===== src/rtl/tmc_pkg.sv =====
package tmc_pkg;
    localparam logic [11:0] ADR_CTRL    = 12'h000;
    localparam logic [11:0] ADR_STAT    = 12'h008;
    localparam logic [11:0] ADR_RP_LO   = 12'h00C;
    localparam logic [11:0] ADR_RP_HI   = 12'h010;
    localparam logic [11:0] ADR_SP_LO   = 12'h014;
    localparam logic [11:0] ADR_SP_HI   = 12'h018;
    localparam logic [11:0] ADR_PRD0    = 12'h020;
    localparam logic [11:0] ADR_MRST    = 12'h030;
    localparam logic [11:0] ADR_RS_PRD  = 12'h040;
    localparam logic [11:0] ADR_RS_HI   = 12'h044;
    localparam logic [11:0] ADR_SIG     = 12'h100;
    localparam logic [11:0] ADR_REV     = 12'h104;
    localparam logic [11:0] ADR_COMPAT  = 12'h108;
    localparam logic [11:0] ADR_SCRATCH = 12'h10C;

    localparam int B_CORE_RST = 13;
    localparam int B_XING     = 12;
    localparam int B_PPS_CLR  = 8;
    localparam int B_RERUN    = 5;
    localparam int B_CORE_EN  = 4;
    localparam int B_OUT_DLY  = 16;
    localparam int B_OUT_UPD  = 20;
    localparam int B_PUL_DLY  = 24;
    localparam int B_PUL_UPD  = 28;
    localparam int B_WIPE     = 0;
    localparam int B_HARD_RST = 4;

    localparam logic [31:0] SIG_WORD = 32'h7379_6E63;

    typedef enum logic {
        RES_STALE = 1'b0,
        RES_FRESH = 1'b1
    } res_state_t;
endpackage


===== src/rtl/tmc_cfg_regs.sv =====
module tmc_cfg_regs
    import tmc_pkg::*;
#(
    parameter int AW       = 12,
    parameter int DLY_W    = 4,
    parameter int NPRD     = 4,
    parameter int PRD_W    = 31,
    parameter int RS_PRD_W = 24,
    parameter int RS_HI_W  = 23
) (
    input  logic                  clk,
    input  logic                  rst,
    input  logic                  wr_en,
    input  logic [AW-1:0]         addr,
    input  logic [31:0]           wdata,
    output logic                  wipe,
    output logic [31:0]           flags,
    output logic [DLY_W-1:0]      out_dly,
    output logic [DLY_W-1:0]      pul_dly,
    output logic [NPRD*PRD_W-1:0] prd_words,
    output logic [RS_PRD_W-1:0]   rs_prd,
    output logic [RS_HI_W-1:0]    rs_hi,
    output logic                  hard_rst,
    output logic [31:0]           scratch
);
    localparam logic [31:0] FLAG_MASK = (32'd1 << B_CORE_RST) | (32'd1 << B_XING) |
                                        (32'd1 << B_PPS_CLR) | (32'd1 << B_RERUN) |
                                        (32'd1 << B_CORE_EN);

    logic wr_ctrl, wr_mrst, wr_scr, wr_rsp, wr_rsh;

    always_comb begin
        wr_ctrl = wr_en && (addr == AW'(ADR_CTRL));
        wr_mrst = wr_en && (addr == AW'(ADR_MRST));
        wr_scr  = wr_en && (addr == AW'(ADR_SCRATCH));
        wr_rsp  = wr_en && (addr == AW'(ADR_RS_PRD));
        wr_rsh  = wr_en && (addr == AW'(ADR_RS_HI));
        wipe    = wr_mrst && wdata[B_WIPE];
    end

    always_ff @(posedge clk) begin
        if (rst || wipe) begin
            flags    <= '0;
            out_dly  <= '0;
            pul_dly  <= '0;
            hard_rst <= 1'b0;
            scratch  <= '0;
            rs_prd   <= '0;
            rs_hi    <= '0;
        end else begin
            if (wr_ctrl) begin
                flags <= wdata & FLAG_MASK;
                if (wdata[B_OUT_UPD]) out_dly <= wdata[B_OUT_DLY +: DLY_W];
                if (wdata[B_PUL_UPD]) pul_dly <= wdata[B_PUL_DLY +: DLY_W];
            end
            if (wr_mrst) hard_rst <= wdata[B_HARD_RST];
            if (wr_scr)  scratch  <= wdata;
            if (wr_rsp)  rs_prd   <= wdata[RS_PRD_W-1:0];
            if (wr_rsh)  rs_hi    <= wdata[RS_HI_W-1:0];
        end
    end

    for (genvar i = 0; i < NPRD; i++) begin : g_prd
        localparam logic [AW-1:0] MY_ADR = AW'(ADR_PRD0) + AW'(4 * i);
        always_ff @(posedge clk) begin
            if (rst || wipe)
                prd_words[i*PRD_W +: PRD_W] <= '0;
            else if (wr_en && (addr == MY_ADR))
                prd_words[i*PRD_W +: PRD_W] <= wdata[PRD_W-1:0];
        end
    end
endmodule


===== src/rtl/tmc_result_snap.sv =====
module tmc_result_snap
    import tmc_pkg::*;
#(
    parameter int OFF_W = 40
) (
    input  logic             clk,
    input  logic             rst,
    input  logic             wipe,
    input  logic             res_stb,
    input  logic [OFF_W-1:0] sp_in,
    input  logic [OFF_W-1:0] rp_in,
    input  logic             snap_rd,
    output logic             fresh,
    output logic [OFF_W-1:0] live_sp,
    output logic [OFF_W-1:0] snap_sp,
    output logic [OFF_W-1:0] snap_rp,
    output logic             snap_vld
);
    res_state_t state_q, state_d;

    always_ff @(posedge clk) begin
        if (rst || wipe) state_q <= RES_STALE;
        else             state_q <= state_d;
    end

    always_comb begin
        state_d = state_q;
        unique case (state_q)
            RES_STALE: if (res_stb) state_d = RES_FRESH;
            RES_FRESH: if (snap_rd && !res_stb) state_d = RES_STALE;
            default:   state_d = RES_STALE;
        endcase
    end

    assign fresh = (state_q == RES_FRESH);

    logic [OFF_W-1:0] live_rp;

    always_ff @(posedge clk) begin
        if (rst || wipe) begin
            live_sp  <= '0;
            live_rp  <= '0;
            snap_sp  <= '0;
            snap_rp  <= '0;
            snap_vld <= 1'b0;
        end else begin
            if (res_stb) begin
                live_sp <= sp_in;
                live_rp <= rp_in;
            end
            if (snap_rd) begin
                snap_sp  <= live_sp;
                snap_rp  <= live_rp;
                snap_vld <= fresh;
            end
        end
    end
endmodule


===== src/rtl/tmc_reg_bank.sv =====
module tmc_reg_bank
    import tmc_pkg::*;
#(
    parameter int          AW        = 12,
    parameter int          OFF_W     = 40,
    parameter int          DLY_W     = 4,
    parameter int          PRD_W     = 31,
    parameter int          RS_PRD_W  = 24,
    parameter int          RS_HI_W   = 23,
    parameter logic [31:0] REV_WORD  = 32'h2401_0112,
    parameter logic [31:0] COMP_WORD = 32'h2306_0111
) (
    input  logic                clk,
    input  logic                rst,
    input  logic                wr_en,
    input  logic                rd_en,
    input  logic [AW-1:0]       addr,
    input  logic [31:0]         wdata,
    output logic [31:0]         rd_data,
    input  logic                core_in_reset,
    input  logic                pps_captured,
    input  logic                res_stb,
    input  logic [OFF_W-1:0]    sp_off,
    input  logic [OFF_W-1:0]    rp_off,
    output logic                core_rst_req,
    output logic                pps_clear,
    output logic                rerun_en,
    output logic                core_en,
    output logic                pps_xing_en,
    output logic [DLY_W-1:0]    pps_out_dly,
    output logic [DLY_W-1:0]    pulser_dly,
    output logic [PRD_W-1:0]    ref_pulse_word,
    output logic [PRD_W-1:0]    smp_pulse_word,
    output logic [PRD_W-1:0]    ref_tick_word,
    output logic [PRD_W-1:0]    smp_tick_word,
    output logic [RS_PRD_W-1:0] restart_period,
    output logic [RS_HI_W-1:0]  restart_high,
    output logic                core_hard_rst
);
    localparam int NPRD  = 4;
    localparam int HI_W  = OFF_W - 32;

    logic                  wipe;
    logic [31:0]           flags;
    logic [NPRD*PRD_W-1:0] prd_words;
    logic [31:0]           scratch;
    logic                  fresh, snap_vld, snap_rd;
    logic [OFF_W-1:0]      live_sp, snap_sp, snap_rp;
    logic [31:0]           rd_mux;

    tmc_cfg_regs #(
        .AW(AW), .DLY_W(DLY_W), .NPRD(NPRD), .PRD_W(PRD_W),
        .RS_PRD_W(RS_PRD_W), .RS_HI_W(RS_HI_W)
    ) u_cfg (
        .clk(clk), .rst(rst), .wr_en(wr_en), .addr(addr), .wdata(wdata),
        .wipe(wipe), .flags(flags), .out_dly(pps_out_dly), .pul_dly(pulser_dly),
        .prd_words(prd_words), .rs_prd(restart_period), .rs_hi(restart_high),
        .hard_rst(core_hard_rst), .scratch(scratch)
    );

    assign snap_rd = rd_en && (addr == AW'(ADR_SP_HI));

    tmc_result_snap #(.OFF_W(OFF_W)) u_snap (
        .clk(clk), .rst(rst), .wipe(wipe), .res_stb(res_stb),
        .sp_in(sp_off), .rp_in(rp_off), .snap_rd(snap_rd),
        .fresh(fresh), .live_sp(live_sp), .snap_sp(snap_sp),
        .snap_rp(snap_rp), .snap_vld(snap_vld)
    );

    assign core_rst_req   = flags[B_CORE_RST];
    assign pps_xing_en    = flags[B_XING];
    assign pps_clear      = flags[B_PPS_CLR];
    assign rerun_en       = flags[B_RERUN];
    assign core_en        = flags[B_CORE_EN];
    assign ref_pulse_word = prd_words[0*PRD_W +: PRD_W];
    assign smp_pulse_word = prd_words[1*PRD_W +: PRD_W];
    assign ref_tick_word  = prd_words[2*PRD_W +: PRD_W];
    assign smp_tick_word  = prd_words[3*PRD_W +: PRD_W];

    always_comb begin
        rd_mux = '0;
        case (addr)
            AW'(ADR_CTRL):    rd_mux = flags
                                     | (32'(pps_out_dly) << B_OUT_DLY)
                                     | (32'(pulser_dly)  << B_PUL_DLY);
            AW'(ADR_STAT):    rd_mux = 32'(core_in_reset) | (32'(pps_captured) << 4);
            AW'(ADR_RP_LO):   rd_mux = snap_rp[31:0];
            AW'(ADR_RP_HI):   rd_mux = 32'(snap_rp[OFF_W-1:32]) | (32'(snap_vld) << HI_W);
            AW'(ADR_SP_LO):   rd_mux = snap_sp[31:0];
            AW'(ADR_SP_HI):   rd_mux = 32'(live_sp[OFF_W-1:32]) | (32'(fresh) << HI_W);
            AW'(ADR_MRST):    rd_mux = 32'(core_hard_rst) << B_HARD_RST;
            AW'(ADR_RS_PRD):  rd_mux = 32'(restart_period);
            AW'(ADR_RS_HI):   rd_mux = 32'(restart_high);
            AW'(ADR_SIG):     rd_mux = SIG_WORD;
            AW'(ADR_REV):     rd_mux = REV_WORD;
            AW'(ADR_COMPAT):  rd_mux = COMP_WORD;
            AW'(ADR_SCRATCH): rd_mux = scratch;
            default: begin
                for (int i = 0; i < NPRD; i++)
                    if (addr == AW'(ADR_PRD0) + AW'(4 * i))
                        rd_mux = 32'(prd_words[i*PRD_W +: PRD_W]);
            end
        endcase
    end

    always_ff @(posedge clk) begin
        if (rst)        rd_data <= '0;
        else if (rd_en) rd_data <= rd_mux;
        else            rd_data <= '0;
    end
endmodule


===== config.mk =====
export PLATFORM = sky130hd
export DESIGN_NAME = tmc_reg_bank
export DESIGN_NICKNAME = d
export VERILOG_FILES = /design/src/rtl/tmc_pkg.sv /design/src/rtl/tmc_cfg_regs.sv /design/src/rtl/tmc_result_snap.sv /design/src/rtl/tmc_reg_bank.sv
export SDC_FILE = /design/constraint.sdc
export NUM_CORES = 1
export LEC_CHECK = 0
export BUFFER_PORTS_ARGS = -buffer_cell sky130_fd_sc_hd__buf_2
export CAP_MARGIN = 20
export CELL_PAD_IN_SITES_DETAIL_PLACEMENT = 0
export CELL_PAD_IN_SITES_GLOBAL_PLACEMENT = 1
export CORE_MARGIN = 2
export CORE_UTILIZATION = 35
export CTS_BUF_LIST = sky130_fd_sc_hd__clkbuf_2 sky130_fd_sc_hd__clkbuf_4 sky130_fd_sc_hd__clkbuf_8
export CTS_CLUSTER_SIZE = 20
export DETAILED_ROUTE_END_ITERATION = 12
export GPL_ROUTABILITY_DRIVEN = 0
export PLACE_DENSITY_LB_ADDON = 0.1
export SLEW_MARGIN = 20
export SYNTH_ARGS = -nofsm -noshare
export SYNTH_HDL_FRONTEND = slang
export SYNTH_SLANG_ARGS = --single-unit

===== constraint.sdc =====
create_clock -name clk -period 2.4 [get_ports clk]
set_input_delay 0.24 -clock clk [delete_from_list [all_inputs] [get_ports clk]]
set_output_delay 0.24 -clock clk [all_outputs]
set_load 0.05 [all_outputs]

==> results.ini <==
[critical_path]
r2r_end = rd_data[16]$_SDFF_PP0_
r2r_slack_ns = 0.79
critPathArrivalTime_ns = 2.44
crit_fanout = 8
crit_path_start = addr[4]
reg2reg_depth = 5
start_kind = input pin
critPathKind = input pin to flip-flop
crit_path_end = rd_data[0]$_SDFF_PP0_
r2r_start = u_cfg.prd_words[109]$_SDFFE_PP0P_
required_ns = 2.91
cp-end-kind = flip-flop

[power]
intPower_mw = 11.1
swShare = 0.240
p_comb_frac = 0.064
power_mw = 14.5
power_frac_clock = 0.466
p_switching_mw = 3.48
p_per_area_nw_per_um2 = 658
seqPwrFrac = 0.469
leakagePower_nw = 8.74
ir_worst_vdd_mv = 0.357

[detailed_routing]
totalWireLength_mm = 73.1
drt_iter0_markers = 1499
via_per_inst = 5.30
drt_pass1_iterations = 5
num_vias = 16800
wl_per_cell_um = 23.1
drc_errors = 0
ant_nets = 0

[clock_network]
cts_max_level = 3
tritoncts = built
cts.clk_slew.worst_paths_ns = 0.06
clk_latency_ns = 0.66
cts-buffers-inserted = 73
root_buffer = clkbuf_8
cts.path.max_buffers = 3
clock-sinks = 403
cts_setup_buffers = 0

[finish]
syn2layout_area_growth_pct = 33.9
layout_commonest_cell = nand2_1
finalNonFillerCells = 3165
post-route-util = 0.475
layout.nets = 2642
drive_above_1_share = 0.240
layout_common_cells = nand2_1, dfxtp_1, buf_2
fillerInstances = 4626
fin_area_um2 = 22100

[timing]
period_minus_slack_ns = 1.92
holdWs_ns = 0.135
setup_slack_ns = 0.476
max_freq_mhz = 520
drv_slew = 0
fin_crit_sh = 0.802
finClkSkew_ns = 0.0290
setup-violations-final = 0
max-slew-margin-rel = 0.585
final_hold_viol_count = 0
tightest_slew_ns = 0.617
tns_ns = 0
rsz0062_at_grt = no

[placed_design]
place_ws_ns = -0.0402
dp_hpwl_mm = 52.5
post_dp_cell_area_um2 = 19500
portBuffers = 347
dp_cells = 2931

[floorplan]
die_area_um2 = 48900
core_um2 = 46600
initial_utilization = 0.355
ios = 348
dieWidth_um = 221
die_y_um = 221
row_count = 79

[grt]
grt_pass1_vias = 16300
met2_usage = 0.479
grt_usage = 0.291
antenna_found_initial = 1
grt_pass1_wl_mm = 108
use_met1 = 0.378
grt_max_degree = 88
grt_overflow = 0
gr-usage-met3 = 0.0590
gr-max-usage-layer = met2

[logic_synthesis]
syn-num-nets = 2169
async_reset_ff_frac = 0
ys_seq_area_frac = 0.489
syn_inst = 2038
synth_area_um2 = 16500
synth_cell_types = 60
synth_flop_cell = dfxtp_1
avgSynthCellArea_um2 = 8.10
yosysWarnings = 0
synth-seq-cells = 403
synth_edf_count = 0

[status]
status = complete, no violations

[job]
cap_violations = 0

[worst_hold_path]
hp-class = input pin to flip-flop

synthesized netlist by cell type, drive strengths merged (3+ instances only):
| master | instances | area [um2] |
|---|---|---|
| nand2 | 621 | 2330 |
| dfxtp | 403 | 8070 |
| a21oi | 317 | 1590 |
| mux2i | 125 | 1250 |
| nor2 | 120 | 450 |
| clkbuf | 91 | 342 |
| buf | 83 | 449 |
| a22oi | 39 | 293 |
| o21ai | 35 | 175 |
| a31oi | 26 | 163 |
| nand3 | 26 | 130 |
| nor3 | 20 | 136 |
| a221oi | 13 | 114 |
| o2bb2ai | 11 | 96.3 |
| a22o | 9 | 78.8 |
| nor4 | 8 | 77.6 |
| a211oi | 7 | 52.6 |
| a222oi | 6 | 60.1 |
| nor4b | 6 | 65.1 |
| and3b | 5 | 43.8 |
| mux2 | 5 | 56.3 |
| or4b | 5 | 50.1 |
| a32oi | 4 | 35.0 |
| and3 | 4 | 25.0 |
| nand2b | 4 | 25.0 |
| nand4 | 4 | 25.0 |
| a32o | 3 | 30.0 |
| a41oi | 3 | 26.3 |
| or2 | 3 | 18.8 |
| or4 | 3 | 22.5 |
flip-flops by register name, indices dropped and copies added (netlist names), 4 cells and up:
signal           count
u_cfg.rs_hi         23
u_snap.live_rp      40
u_snap.snap_sp      32
u_cfg.out_dly        4
u_snap.live_sp      40
rd_data             32
u_cfg.prd_words    124
u_cfg.flags          5
u_cfg.rs_prd        24
u_cfg.scratch       32
u_cfg.pul_dly        4
u_snap.snap_rp      40
cell families after synthesis:
| family | share of synthesized area |
|---|---|
| AO/OA/AOI/OAI | 0.170 |
| XOR/XNOR | 0.000530 |
| buffers and inverters | 0.0483 |
| flip-flops | 0.489 |
| multiplexers | 0.0805 |
| AND/OR/NAND/NOR | 0.212 |
timing repair:
| item | 4_1_cts | 5_1_grt |
|---|---|---|
| gates resized for setup | 0 | 0 |
| hold buffers | 112 | 0 |
| hold endpoints to repair | 296 | 0 |
power by group through the flow:
stage	Clock (mW)	Combinational, mW	Sequential (mW)
final	6.78	0.936	6.82
after detailed placement	0	0.787	6.97
after CTS	6.92	0.928	6.82
after global routing	7.24	0.991	6.83
after floorplan	0	0.395	6.95
after global placement	0	0.780	6.97
critical path, cell delays in order:
cell	delay, ns
buf_2	0.15
or4_1	0.73
buf_4	0.24
nor3_1	0.30
buf_4	0.27
a221oi_1	0.13
a31oi_1	0.38
final cells by class:
| class | count | area, um2 | area share |
|---|---|---|---|
| antenna | 1 | 2.50 | 0.000113 |
| sequential | 403 | 8070 | 0.365 |
| multi-input combinational | 1459 | 7720 | 0.349 |
| clock buffer | 112 | 1390 | 0.0629 |
| clock inverter | 9 | 103 | 0.00464 |
| inverter | 2 | 7.51 | 0.000340 |
| tap | 607 | 759 | 0.0344 |
| timing repair buffer | 572 | 4050 | 0.183 |
worst min-delay path by stage:
stage                                        from                        endpoint  slack (ns)  depth (start not counted)
CTS                                           rst     u_cfg.flags[4]$_SDFFE_PP0N_        0.08                          4
detailed placement  u_cfg.scratch[7]$_SDFFE_PP0P_   u_cfg.scratch[7]$_SDFFE_PP0P_        0.45                          2
global placement    u_cfg.scratch[3]$_SDFFE_PP0P_   u_cfg.scratch[3]$_SDFFE_PP0P_        0.44                          2
global route                                  rst     u_cfg.flags[4]$_SDFFE_PP0N_        0.11                          4
floorplan                               wdata[10]  u_cfg.scratch[10]$_SDFFE_PP0P_        0.38                          2
finish                                        rst     u_cfg.flags[4]$_SDFFE_PP0N_        0.14                          4
routing by layer:
layer | routed length, um | up-vias
met3 | 5510 | 88
met1 | 31000 | 8017
met4 | 1970 | 0
li1 | - | 7917
met5 | 0 | -
met2 | 34600 | 764
No activity file was read; power rests on OpenSTA's default activity.
